--- config.mk ---
export PLATFORM = sky130hd
export DESIGN_NAME = dma_req_ctrl
export DESIGN_NICKNAME = d
export VERILOG_FILES = /design/src/rtl/dma_hs_pkg.sv /design/src/rtl/dma_hs_req.sv /design/src/rtl/dma_hs_timer.sv /design/src/rtl/dma_req_ctrl.sv
export SDC_FILE = /design/constraint.sdc
export NUM_CORES = 1
export LEC_CHECK = 0
export ABC_AREA = 1
export ABC_CLOCK_PERIOD_IN_PS = 1500
export CAP_MARGIN = 5
export CORE_MARGIN = 5
export CORE_UTILIZATION = 44
export DETAILED_ROUTE_END_ITERATION = 8
export PLACE_DENSITY = 0.74
export SLEW_MARGIN = 25
export SYNTH_ARGS = -nofsm -noshare
export SYNTH_HDL_FRONTEND = slang
export SYNTH_SLANG_ARGS = --single-unit
--- constraint.sdc ---
create_clock -name clk_i -period 1.5 [get_ports clk_i]
set_clock_uncertainty 0.2 [all_clocks]
set_input_delay 0.375 -clock clk_i [delete_from_list [all_inputs] [get_ports clk_i]]
set_output_delay 0.375 -clock clk_i [all_outputs]
set_load 0.02 [all_outputs]
--- src/rtl/dma_hs_pkg.sv ---
package dma_hs_pkg;
  typedef enum logic [1:0] {ST_IDLE = 2'd0, ST_WAIT = 2'd1, ST_XFER = 2'd2} state_e;
  typedef enum logic [1:0] {
    DIR_M2M  = 2'b00,
    DIR_M2P  = 2'b01,
    DIR_P2M  = 2'b10,
    DIR_RSVD = 2'b11
  } dir_e;
  typedef struct packed {
    logic ext;
    logic edge_sel;
    logic resume;
    dir_e dir;
  } cfg_t;
endpackage

--- src/rtl/dma_hs_req.sv ---
module dma_hs_req (
  input  logic clk_i,
  input  logic rst_ni,
  input  logic dreq_i,
  input  logic en_i,
  input  logic edge_i,
  input  logic clr_i,
  input  logic take_i,
  output logic req_o
);
  logic dreq_q, pend_q, rise;

  assign rise  = dreq_i & ~dreq_q;
  assign req_o = edge_i ? pend_q : dreq_i;

  always_ff @(posedge clk_i or negedge rst_ni) begin
    if (!rst_ni) begin
      dreq_q <= 1'b0;
      pend_q <= 1'b0;
    end else begin
      dreq_q <= dreq_i;
      if (!en_i || !edge_i || clr_i) pend_q <= 1'b0;
      else                           pend_q <= (pend_q & ~take_i) | rise;
    end
  end

  AST_EDGE_KEPT: assert property (@(posedge clk_i) disable iff (!rst_ni)
    en_i && edge_i && !clr_i && pend_q && !take_i |=> pend_q);
  AST_EDGE_CAUGHT: assert property (@(posedge clk_i) disable iff (!rst_ni)
    en_i && edge_i && !clr_i && dreq_i && !dreq_q |=> pend_q);
endmodule

--- src/rtl/dma_hs_timer.sv ---
module dma_hs_timer #(
  parameter int XFER_LEN = 4,
  parameter int BD_XFERS = 3
) (
  input  logic clk_i,
  input  logic rst_ni,
  input  logic load_i,
  input  logic run_i,
  input  logic clr_i,
  output logic bnd_o,
  output logic last_o
);
  localparam int CW = (XFER_LEN > 1) ? $clog2(XFER_LEN) : 1;
  localparam int BW = (BD_XFERS > 1) ? $clog2(BD_XFERS) : 1;
  localparam logic [CW-1:0] CNT_TOP  = CW'(XFER_LEN - 1);
  localparam logic [BW-1:0] BEAT_TOP = BW'(BD_XFERS - 1);

  logic [CW-1:0] cnt_q;
  logic [BW-1:0] beat_q;

  assign bnd_o  = run_i && (cnt_q == '0);
  assign last_o = (beat_q == BEAT_TOP);

  always_ff @(posedge clk_i or negedge rst_ni) begin
    if (!rst_ni) begin
      cnt_q  <= '0;
      beat_q <= '0;
    end else begin
      if (load_i)                    cnt_q <= CNT_TOP;
      else if (run_i && cnt_q != '0) cnt_q <= cnt_q - 1'b1;
      if (clr_i)      beat_q <= '0;
      else if (bnd_o) beat_q <= last_o ? '0 : beat_q + 1'b1;
    end
  end

  AST_LOAD_NOT_BUSY: assert property (@(posedge clk_i) disable iff (!rst_ni)
    load_i |-> !run_i);
endmodule

--- src/rtl/dma_req_ctrl.sv ---
module dma_req_ctrl
  import dma_hs_pkg::*;
#(
  parameter int XFER_LEN = 4,
  parameter int BD_XFERS = 3
) (
  input  logic       clk_i,
  input  logic       rst_ni,
  input  logic       start_i,
  input  logic       stop_i,
  input  logic       ext_req_i,
  input  logic       req_edge_i,
  input  logic       done_resume_i,
  input  logic [1:0] dir_i,
  input  logic       bd_valid_i,
  input  logic       dreq_i,
  input  logic       done_i,
  output logic       grant_o,
  output logic       dack_o,
  output logic       close_bd_o,
  output logic       active_o,
  output logic       cfg_err_o
);
  state_e state_q, state_d;
  cfg_t   cfg_q;
  logic   err_q, stop_q;
  logic   honour, done_hit, stop_any, req_raw, req_ok, bnd, last;

  assign active_o = (state_q != ST_IDLE);
  assign honour   = cfg_q.ext && (cfg_q.dir != DIR_M2M);
  assign done_hit = active_o && honour && done_i;
  assign stop_any = stop_i | stop_q;
  assign req_ok   = ~cfg_q.ext | req_raw;

  dma_hs_req u_req (
    .clk_i  (clk_i),
    .rst_ni (rst_ni),
    .dreq_i (dreq_i),
    .en_i   (cfg_q.ext),
    .edge_i (cfg_q.edge_sel),
    .clr_i  (done_hit || state_d == ST_IDLE || state_q == ST_IDLE),
    .take_i (grant_o),
    .req_o  (req_raw)
  );

  dma_hs_timer #(.XFER_LEN(XFER_LEN), .BD_XFERS(BD_XFERS)) u_tmr (
    .clk_i  (clk_i),
    .rst_ni (rst_ni),
    .load_i (grant_o),
    .run_i  (state_q == ST_XFER),
    .clr_i  (done_hit || state_q == ST_IDLE),
    .bnd_o  (bnd),
    .last_o (last)
  );

  always_comb begin
    state_d = state_q;
    grant_o = 1'b0;
    unique case (state_q)
      ST_IDLE: if (start_i && dir_e'(dir_i) != DIR_RSVD) state_d = ST_WAIT;
      ST_WAIT: begin
        if (done_hit)                      state_d = cfg_q.resume ? ST_WAIT : ST_IDLE;
        else if (stop_any || !bd_valid_i)  state_d = ST_IDLE;
        else if (req_ok) begin
          grant_o = 1'b1;
          state_d = ST_XFER;
        end
      end
      ST_XFER: begin
        if (done_hit) state_d = cfg_q.resume ? ST_WAIT : ST_IDLE;
        else if (bnd) state_d = stop_any ? ST_IDLE : ST_WAIT;
      end
      default: state_d = ST_IDLE;
    endcase
  end

  assign close_bd_o = done_hit || (state_q == ST_XFER && bnd && last);
  assign dack_o     = (state_q == ST_XFER) && (cfg_q.dir != DIR_M2M);
  assign cfg_err_o  = err_q;

  always_ff @(posedge clk_i or negedge rst_ni) begin
    if (!rst_ni) begin
      state_q <= ST_IDLE;
      cfg_q   <= '0;
      err_q   <= 1'b0;
      stop_q  <= 1'b0;
    end else begin
      state_q <= state_d;
      if (state_q == ST_IDLE && start_i) begin
        if (dir_e'(dir_i) == DIR_RSVD) err_q <= 1'b1;
        else begin
          err_q <= 1'b0;
          cfg_q <= '{ext: ext_req_i, edge_sel: req_edge_i, resume: done_resume_i,
                     dir: dir_e'(dir_i)};
        end
      end
      if (state_d == ST_IDLE)                     stop_q <= 1'b0;
      else if (state_q == ST_XFER && stop_i)      stop_q <= 1'b1;
    end
  end

  AST_GRANT_NEEDS_BD: assert property (@(posedge clk_i) disable iff (!rst_ni)
    grant_o |-> bd_valid_i && active_o && !stop_i);
  AST_ACTIVE_HOLD: assert property (@(posedge clk_i) disable iff (!rst_ni)
    active_o && !stop_i && !stop_q && bd_valid_i && !done_hit |=> active_o);
  AST_DACK_PERIPH: assert property (@(posedge clk_i) disable iff (!rst_ni)
    dack_o |-> active_o && !grant_o);
  AST_ERR_IDLE: assert property (@(posedge clk_i) disable iff (!rst_ni)
    cfg_err_o |-> !active_o);
  AST_HALT_AFTER_DONE: assert property (@(posedge clk_i) disable iff (!rst_ni)
    done_hit && !cfg_q.resume |=> !active_o);
  AST_RESUME_STAYS: assert property (@(posedge clk_i) disable iff (!rst_ni)
    done_hit && cfg_q.resume |=> active_o && !dack_o);
endmodule

-- Word-level counts from Yosys, hierarchy flattened
Index checks and enable logic that the tools add are counted.
- memories: 0
- bits in latches: 0
- ROM bits: 0
- logic and storage cells: 81
- bits in writable memories: 0
- flip-flop bits (word level): 15
- divide/modulo/power cells: 0
- add/subtract/negate cells: 2
- multiply operators: 0
- muxes and demuxes: 23
- shift operators: 0
- bitwise gates (word level): 9
- reduce and logical (&&, ||, !) cells: 31
- eq/ne operators: 5
- $lt $le $gt $ge: 0
- operators by type and width (cell ; count):
    2-to-1 mux 2 bit ; 11
    nonzero test 2 bit ; 6
    logical AND 1 bit ; 11
    2-to-1 mux 1 bit ; 11
    logical OR 1 bit ; 7
    == test 2 bit (second input constant) ; 3
    logical NOT 2 bit ; 3
    case mux 2 bit (3 select lines) ; 1
    NOT 1 bit ; 4
    logical NOT 1 bit ; 3
    bitwise OR 1 bit ; 3
    adder 2 x 1 -> 2 bit (second input constant) ; 1
    AND 1 bit ; 2
    == test 2 x 1 -> 1 bit (second input constant) ; 1
    != test 2 bit (second input constant) ; 1
    AND reduction 2 bit ; 1
    subtractor 2 x 1 -> 2 bit (second input constant) ; 1

-- Depth between registers and ports, before layout
Gate-level depths: netlist (run 1).
- depth in word-level cells: 11
- gate-level depth with buffers: 9
- depth with buffers taken out: 9

-- Cells and area by module
Synthesis (run 1) repeated with hierarchy kept, for this count alone.
- cell total of the unflattened synthesis: 114
- area, all modules: 852.1 um^2
- by module, submodules not included (module ; cells an instance ; seq. area each (um^2) ; area an instance (um^2) ; instances):
    dma_req_ctrl ; 70 ; 225.2 ; 534.3 ; 1
    dma_hs_timer ; 30 ; 100.1 ; 221.5 ; 1
    dma_hs_req ; 14 ; 50.0 ; 96.3 ; 1

-- Least setup slack after synthesis (run 1)
No wires, ideal clock.
- path type: register to output
- start point: register state_q[0]
- end point: output port close_bd_o
- path buffers: 0
- path slack: -0.446 ns
- cell stages (with the launch flop): 6
- required time: 0.925 ns
- data arrival time: 1.371 ns
- path through: dfrtp_1 -> nor2_2 -> inv_1 -> nor2_2 -> inv_2 -> o31ai_1
- cells in the longest elaborated chain, start to end: 5
- elaborated cells between the ends (all ways): 8
- those cells by class: eq/ne: 1; reduce/logical: 7
- RTL lines (what ; line ; source):
    start: declaration ; dma_req_ctrl.sv:24 ; state_e state_q, state_d;
    start signal: assignment ; dma_req_ctrl.sv:88 ; state_q <= state_d;
    == test 2 bit ; dma_req_ctrl.sv:50, dma_req_ctrl.sv:77 ;
    logical AND 1 bit ; dma_hs_timer.sv:21 ; assign bnd_o = run_i && (cnt_q == '0);
    logical AND 1 bit (2 in series) ; dma_req_ctrl.sv:77 ; assign close_bd_o = done_hit || (state_q == ST_XFER && bnd && last);
    logical OR 1 bit * ; dma_req_ctrl.sv:77 ;
    end: declaration ; dma_req_ctrl.sv:20 ; output logic close_bd_o,
Mark *: on every way between the ends. The rest lies on a longest branch, timed or not.

-- Final worst setup path (run 1)
- start point: register u_tmr.cnt_q[1]
- end point: output port close_bd_o
- cells in the longest elaborated chain, start to end: 5
- RTL lines (what ; line ; source):
    start: declaration ; dma_hs_timer.sv:18 ; logic [CW-1:0] cnt_q;
    start signal: assignment ; dma_hs_timer.sv:30 ; else if (run_i && cnt_q != '0) cnt_q <= cnt_q - 1'b1;
    logical NOT 2 bit ; dma_hs_timer.sv:21 ;
    logical AND 1 bit ; dma_hs_timer.sv:21 ;
    logical AND 1 bit (2 in series) ; dma_req_ctrl.sv:77 ;
    logical OR 1 bit ; dma_req_ctrl.sv:77 ;
Every way passes these cells.

==> summary.txt, run 1 <==
Outcome = finished with violations
Failing checks = setup timing
Final hold vios = 0
Switching power = 1150 uW
Drt via density = 4.68
H-tree Lvls = 1
First-pass GRT wire length = 3470 um
Die extent in x = 54.2 um
PnR worst setup slack = -536 ps
Critical Path Slowest Stage Cell = dfrtp_1
DRT Pass-1 Iters = 4
Worst VDD drop = 0.918 mV
Cts-stage hold buffer count = 0
Sequential share of the synthesized area = 43.7%
Initial Util = 45.2%
Power share of the clock group = 9.2%
Crit Path Max Fanout = 2
Synth Area in Compound Gates = 8.30%
# DRC = 0
Top cells by area, synth = dfrtp_1 44%, nand2_1 12%, inv_1 7.0%
I/O Buffers = 16
Peak Freq = 491 MHz
Leakage power total = 0.000728 uW
Critical path endpoint category = output pin
Most used cell, CP = inv_2
# clock sinks = 15
Min Tclk post-route = 2040 ps
Setup crit start kind = flop
Worst R2R Setup Slack = -200 ps
Crit Reg-Reg Endpoint = u_req.pend_q
Max Slew Vio Count = 0
Fin nets = 175
Final setup fails = 13
Family with the most delay on the worst path = flip-flops
ANT cells = 0
Post-Synth XOR/XNOR Area = 1.02%
RSZ-0062 raised after global routing = true
# fillers = 123
Dpl cell area = 1280 um^2
Syn Area/Cell = 8.11 um^2
Main combinational cell family by area after synthesis = simple AND/OR/NAND/NOR gates
Worst reg2reg path depth = 11
Worst slack at placement = -946 ps
Relative slew slack = 77.3%
Rows = 16
WP buf/inv = 4
Area share of the largest cell type after synthesis = 43.7%
Area Growth Syn to Fin = 76.4%
Grt total ovfl = 0
Vias = 879
Routability cong. = 0.850
Antenna-violating nets left = 0
Mapped Nets = 119
Worst hold path type = input pin to async pin
Mapped Area = 860 um^2
Largest net degree at the start of global routing = 16
Die H = 54.2 um
DRT Wirelength = 2280 um
Total CTS buffers = 3
CTS tree = yes
Core Region = 1900 um^2
Critical Path RT = 920 ps
Critical path data arrival time = 1460 ps
CTS root buf = clkbuf_4
Detailed placer's ending HPWL = 1500 um
#FFs+latches synth = 15
WS Path Type = flop to output pin
Worst R2R Start = stop_q
Slew @ Worst Pin = 339 ps
Clock latency on the worst-skew pair = 290 ps
Crit path largest cell delay = 400 ps
Max_cap viols = 0
Switching Share = 43.5%
Mux cell area share after synthesis = 0%
Comb power frac = 67.0%
Netlist cell types = 21
Clk buf depth = 2
Non-filler instance count after layout = 188
Post-synth top area cell = dfrtp_1
Initial DRC Count = 12
Cell Int Power = 1500 uW
Placed cell count = 174
Vias in the first global route = 832
Clock transition at path regs = 100 ps
GRT Overall Usage = 17.0%
Worst path cell trace = inv_1 -> ha_2 -> inv_2 -> nor2_4 -> inv_2 -> o31ai_4 -> buf_6
Synth warnings = 0
Post-route design area = 1520 um^2
Wirelength per Cell = 12.1 um
Post-Synth Simple-Gate Area = 36.1%
I/O Pins = 17
Pwr dens = 1750 nW/um^2
Flop pwr share = 23.8%
Die footprint = 2940 um^2
Post-Synth Adder-Cell Area = 1.46%
Most common cell after layout, fill and taps aside = buf_4
Antenna violations before repair = 0
Fin crit share = 136%
Share of cells above drive strength 1 = 54.0%
Highest-count cells in the layout ignoring fill and taps = 24 x buf_4, 20 x nand2_1, 15 x dfrtp_1, 15 x buf_6, 12 x inv_1
Cell count after synthesis = 106
==> cell families after synthesis <==
group	after synthesis
AND/OR/NAND/NOR	56
flip-flops	15
buffers and inverters	21
XOR/XNOR	1
AO/OA/AOI/OAI	12
adder cells (fa/ha/maj)	1
==> sequential cells by signal (all words and copies together), names as in the netlist <==
register / count
u_req.dreq_q: 1
state_q: 2
cfg_q: 5
cfg_err_o: 1
u_tmr.cnt_q: 2
stop_q: 1
u_req.pend_q: 1
u_tmr.beat_q: 2
==> metrics by stage <==
| stage | hold WS, ps | TNS (ps) | total power (uW) | utilization [%] |
|---|---|---|---|---|
| floorplan | -121 | -166 | 1380 | - |
| detailed placement | 316 | -6520 | 1950 | 67.2 |
| global route | 211 | -3890 | 2810 | 79.7 |
| finish | 182 | -2920 | 2650 | 79.7 |
| CTS | 193 | -2540 | 2440 | 75.1 |
| global placement | 304 | -6200 | 1910 | 67.2 |
==> repair_timing <==
| item | in CTS | in global routing |
|---|---|---|
| pin swaps | 18 | 11 |
| gates resized for setup | 53 | 18 |
| buffers inserted | 10 | 3 |
| endpoints found under the setup margin | 15 | 17 |
==> metal layers <==
| layer | GRT usage (%) | wire length (um) |
|---|---|---|
| met5 | 0 | 0 |
| met4 | 10.8 | 28 |
| met3 | 1.66 | 60 |
| met2 | 31.5 | 1300 |
| met1 | 18.1 | 885 |
==> area by class of cell <==
class,instances,area [um^2],area share (%)
multi-input cells,70,532,35.1
flip-flops and latches,15,375,24.8
clock buffers,4,26.3,1.73
well taps,27,33.8,2.23
inverters,21,88.8,5.86
repair buffers,51,460,30.4
==> synthesized netlist by cell type <==
master    count
a21o_1        1
a21oi_1       7
dfrtp_1      15
ha_1          1
inv_1        16
inv_2         4
inv_4         1
nand2_1      27
nand2_4       3
nand3_1       6
nand3_2       2
nand3_4       1
nor2_1       11
nor2_2        2
nor2_4        3
nor2_8        1
o211ai_1      1
o21ai_1       1
o21ai_2       1
o31ai_1       1
xor2_1        1
==> power groups by stage <==
stage,clock network [uW],registers [uW],logic (uW)
floorplan,0,650,732
global placement,0,632,1280
detailed placement,0,635,1310
CTS,243,630,1560
global route,258,651,1900
finish,243,632,1770
==> worst max path at each step <==
stage / to / slack [ps] / cells past startpoint / startpoint
global route: close_bd_o / -610 / 7 / u_tmr.cnt_q[0]
global placement: grant_o / -940 / 7 / stop_i
finish: close_bd_o / -540 / 7 / u_tmr.cnt_q[1]
floorplan: close_bd_o / -170 / 6 / u_tmr.cnt_q[0]
CTS: close_bd_o / -530 / 7 / u_tmr.cnt_q[0]
detailed placement: grant_o / -950 / 7 / stop_i
No activity file was read; power rests on OpenSTA's default activity.
==> run 2, diff against run 1 <==
--- a/config.mk
+++ b/config.mk
@@ -8,10 +8,12 @@
 export ABC_AREA = 1
 export ABC_CLOCK_PERIOD_IN_PS = 1500
 export CAP_MARGIN = 5
+export CELL_PAD_IN_SITES_DETAIL_PLACEMENT = 1
+export CELL_PAD_IN_SITES_GLOBAL_PLACEMENT = 2
 export CORE_MARGIN = 5
-export CORE_UTILIZATION = 44
+export CORE_UTILIZATION = 26
 export DETAILED_ROUTE_END_ITERATION = 8
-export PLACE_DENSITY = 0.74
+export PLACE_DENSITY = 0.75
 export SLEW_MARGIN = 25
 export SYNTH_ARGS = -nofsm -noshare
 export SYNTH_HDL_FRONTEND = slang
==> summary.txt, run 2 (synthesis gave the netlist of run 1 again) <==
Worst hold path type = input pin to async pin
Worst reg2reg path depth = 11 (unchanged)
Setup crit start kind = flop
Non-filler instance count after layout = 210 (+12%)
Antenna-violating nets left = 0 (unchanged)
Most Crowded Layer GR = met2
Outcome = finished with violations
Met2 Usage GRT = 23.7% (-7.8 points)
Flop pwr share = 22.5% (-1.3 points)
Die extent in x = 67.5 um (+25%)
Core Region = 3100 um^2 (+63%)
Critical path endpoint category = output pin
Fin nets = 180 (+2.9%)
Detailed placer's ending HPWL = 1870 um (+25%)
Max Slew Vio Count = 0 (unchanged)
Placed cell count = 192 (+10%)
Fin crit share = 136% (+0.33 points)
Rows = 20 (+4)
Most common cell after layout, fill and taps aside = buf_4
Final hold vios = 0 (unchanged)
ANT cells = 0 (unchanged)
Total CTS buffers = 3 (unchanged)
Critical Path RT = 920 ps (about the same)
Initial DRC Count = 7 (-5)
GRT Overall Usage = 12.8% (-4.2 points)
Leakage power total = 0.000775 uW (+6.4%)
First-pass GRT wire length = 4310 um (+24%)
WHS = 184 ps (+2.39 ps)
Initial Util = 27.7% (-17 points)
Clk buf depth = 2 (unchanged)
Crit Reg-Reg Endpoint = u_req.pend_q
Clock latency on the worst-skew pair = 300 ps (about the same)
DRT Pass-1 Iters = 4 (unchanged)
Final setup fails = 15 (+2)
Switching power = 1230 uW (+6.4%)
Area Growth Syn to Fin = 88.2%
WS Path Type = flop to output pin
RSZ-0062 raised after global routing = true
Grt met1 use = 14.7% (-3.4 points)
Worst R2R Start = state_q[0]
Vias in the first global route = 965 (+16%)
PnR worst setup slack = -541 ps (-4.92 ps)
# DRC = 0 (unchanged)
I/O Pins = 17 (unchanged)
Met3 GRT Util = 2.16% (+0.50 points)
Routability cong. = 0.816 (-4.0%)
Vias = 897 (+2.0%)
Power share of the clock group = 8.9% (-0.3 points)
# fillers = 377 (+210%)
Reg area = 375 um^2 (unchanged)
Antenna violations before repair = 0 (unchanged)
Crit Path Max Fanout = 2 (unchanged)
I/O Buffers = 16 (unchanged)
Cts-stage hold buffer count = 0 (unchanged)
Design Power = 2840 uW (+7.1%)
Multi-input gate area = 568 um^2 (+6.8%)
Die H = 67.5 um (+25%)
Die footprint = 4560 um^2 (+55%)
Slew @ Worst Pin = 248 ps (-90.7 ps)
CTS root buf = clkbuf_4
Failing checks = setup timing
# clock sinks = 15 (unchanged)
Critical path data arrival time = 1470 ps (about the same)
Pwr dens = 1750 nW/um^2 (+0.37%)
Grt total ovfl = 0 (unchanged)
Cell Int Power = 1610 uW (+7.6%)
Switching Share = 43.2% (-0.29 points)
Share of cells above drive strength 1 = 59.0% (+5.0 points)
CTS tree = yes
H-tree Lvls = 1 (unchanged)
Relative slew slack = 83.4% (+6.1 points)
Worst VDD drop = 0.613 mV (-33%)
Peak Freq = 490 MHz (-0.24%)
Worst R2R Setup Slack = -250 ps (-50 ps)
DRT Wirelength = 2680 um (+18%)
Largest register FFs = 5 (unchanged)
Min Tclk post-route = 2040 ps (+4.92 ps)
Biggest register = cfg_q
Wirelength per Cell = 12.8 um (+5.4%)
Largest net degree at the start of global routing = 16 (unchanged)
Max_cap viols = 0 (unchanged)
Drt via density = 4.27 (-8.6%)
Highest-count cells in the layout ignoring fill and taps = 29 x buf_4, 17 x nand2_1, 15 x dfrtp_1, 15 x buf_6, 11 x inv_1
Comb power frac = 68.6% (+1.6 points)
Clock transition at path regs = 100 ps (about the same)
[run 2: per-stage QoR]
stage	worst slack (ps)	setup TNS (ps)	utilization, %	cell area (um^2)
finish	-541	-3340	52.1	1620
global route	-635	-4550	52.1	1620
CTS	-522	-2900	47.7	1480
detailed placement	-1000	-7250	42.1	1310
global placement	-967	-6730	42.1	1310
floorplan	-166	-166	-	896
[run 2: what timing repair did]
action / CTS / global route
gates resized for setup: 56 / 28
setup endpoints to repair: 17 / 17
endpoints found under the hold margin: 0 / 0
setup buffers: 10 / 6
cloned: 0 / 0
pin swaps: 13 / 14
[run 2: worst max-delay path by stage]
stage                               from    endpoint  slack (ps)  depth (start not counted)
final                     u_tmr.cnt_q[0]  close_bd_o        -540                          7
after global routing      u_tmr.cnt_q[0]  close_bd_o        -640                          7
after CTS                 u_tmr.cnt_q[0]  close_bd_o        -520                          7
after detailed placement          stop_i     grant_o       -1000                          7
after global placement            stop_i     grant_o        -970                          7
after floorplan           u_tmr.cnt_q[0]  close_bd_o        -170                          6
[run 2: power by group through the flow]
stage          clock, uW  sequential, uW  combinational, uW
3_5_place_dp           0             644               1390
3_3_place_gp           0             634               1350
6_report             253             638               1950
5_1_grt              290             661               2120
4_1_cts              256             638               1700
2_1_floorplan          0             650                732
[run 2: cell type report]
type                       count  share of cell area (%)
multi-input combinational     70                    35.1
timing repair buffer          56                    31.0
sequential                    15                    23.2
inverter                      21                    5.65
tap                           44                    3.40
clock buffer                   4                    1.62
[run 2: critical path, cell delays in order, from the launching register on]
cell	delay, ps
dfrtp_1	400
inv_1	70
ha_2	190
inv_2	50
nor2_4	80
inv_2	60
o31ai_4	170
buf_6	150
[run 2: layer usage]
layer | routed length [um] | vias up | part of all wire [%]
li1 | - | 444 | -
met1 | 1090 | 435 | 41
met2 | 1480 | 13 | 55
met3 | 65 | 5 | 2.4
met4 | 46 | 0 | 1.7
met5 | 0 | - | 0
==> run 3, diff against run 2 <==
--- a/config.mk
+++ b/config.mk
@@ -13,6 +13,7 @@
 export CORE_MARGIN = 5
 export CORE_UTILIZATION = 26
 export DETAILED_ROUTE_END_ITERATION = 8
+export GPL_ROUTABILITY_DRIVEN = 1
 export PLACE_DENSITY = 0.75
 export SLEW_MARGIN = 25
 export SYNTH_ARGS = -nofsm -noshare
==> results of run 3 <==
Final layout, timing and power as in run 2 (identical DEF).
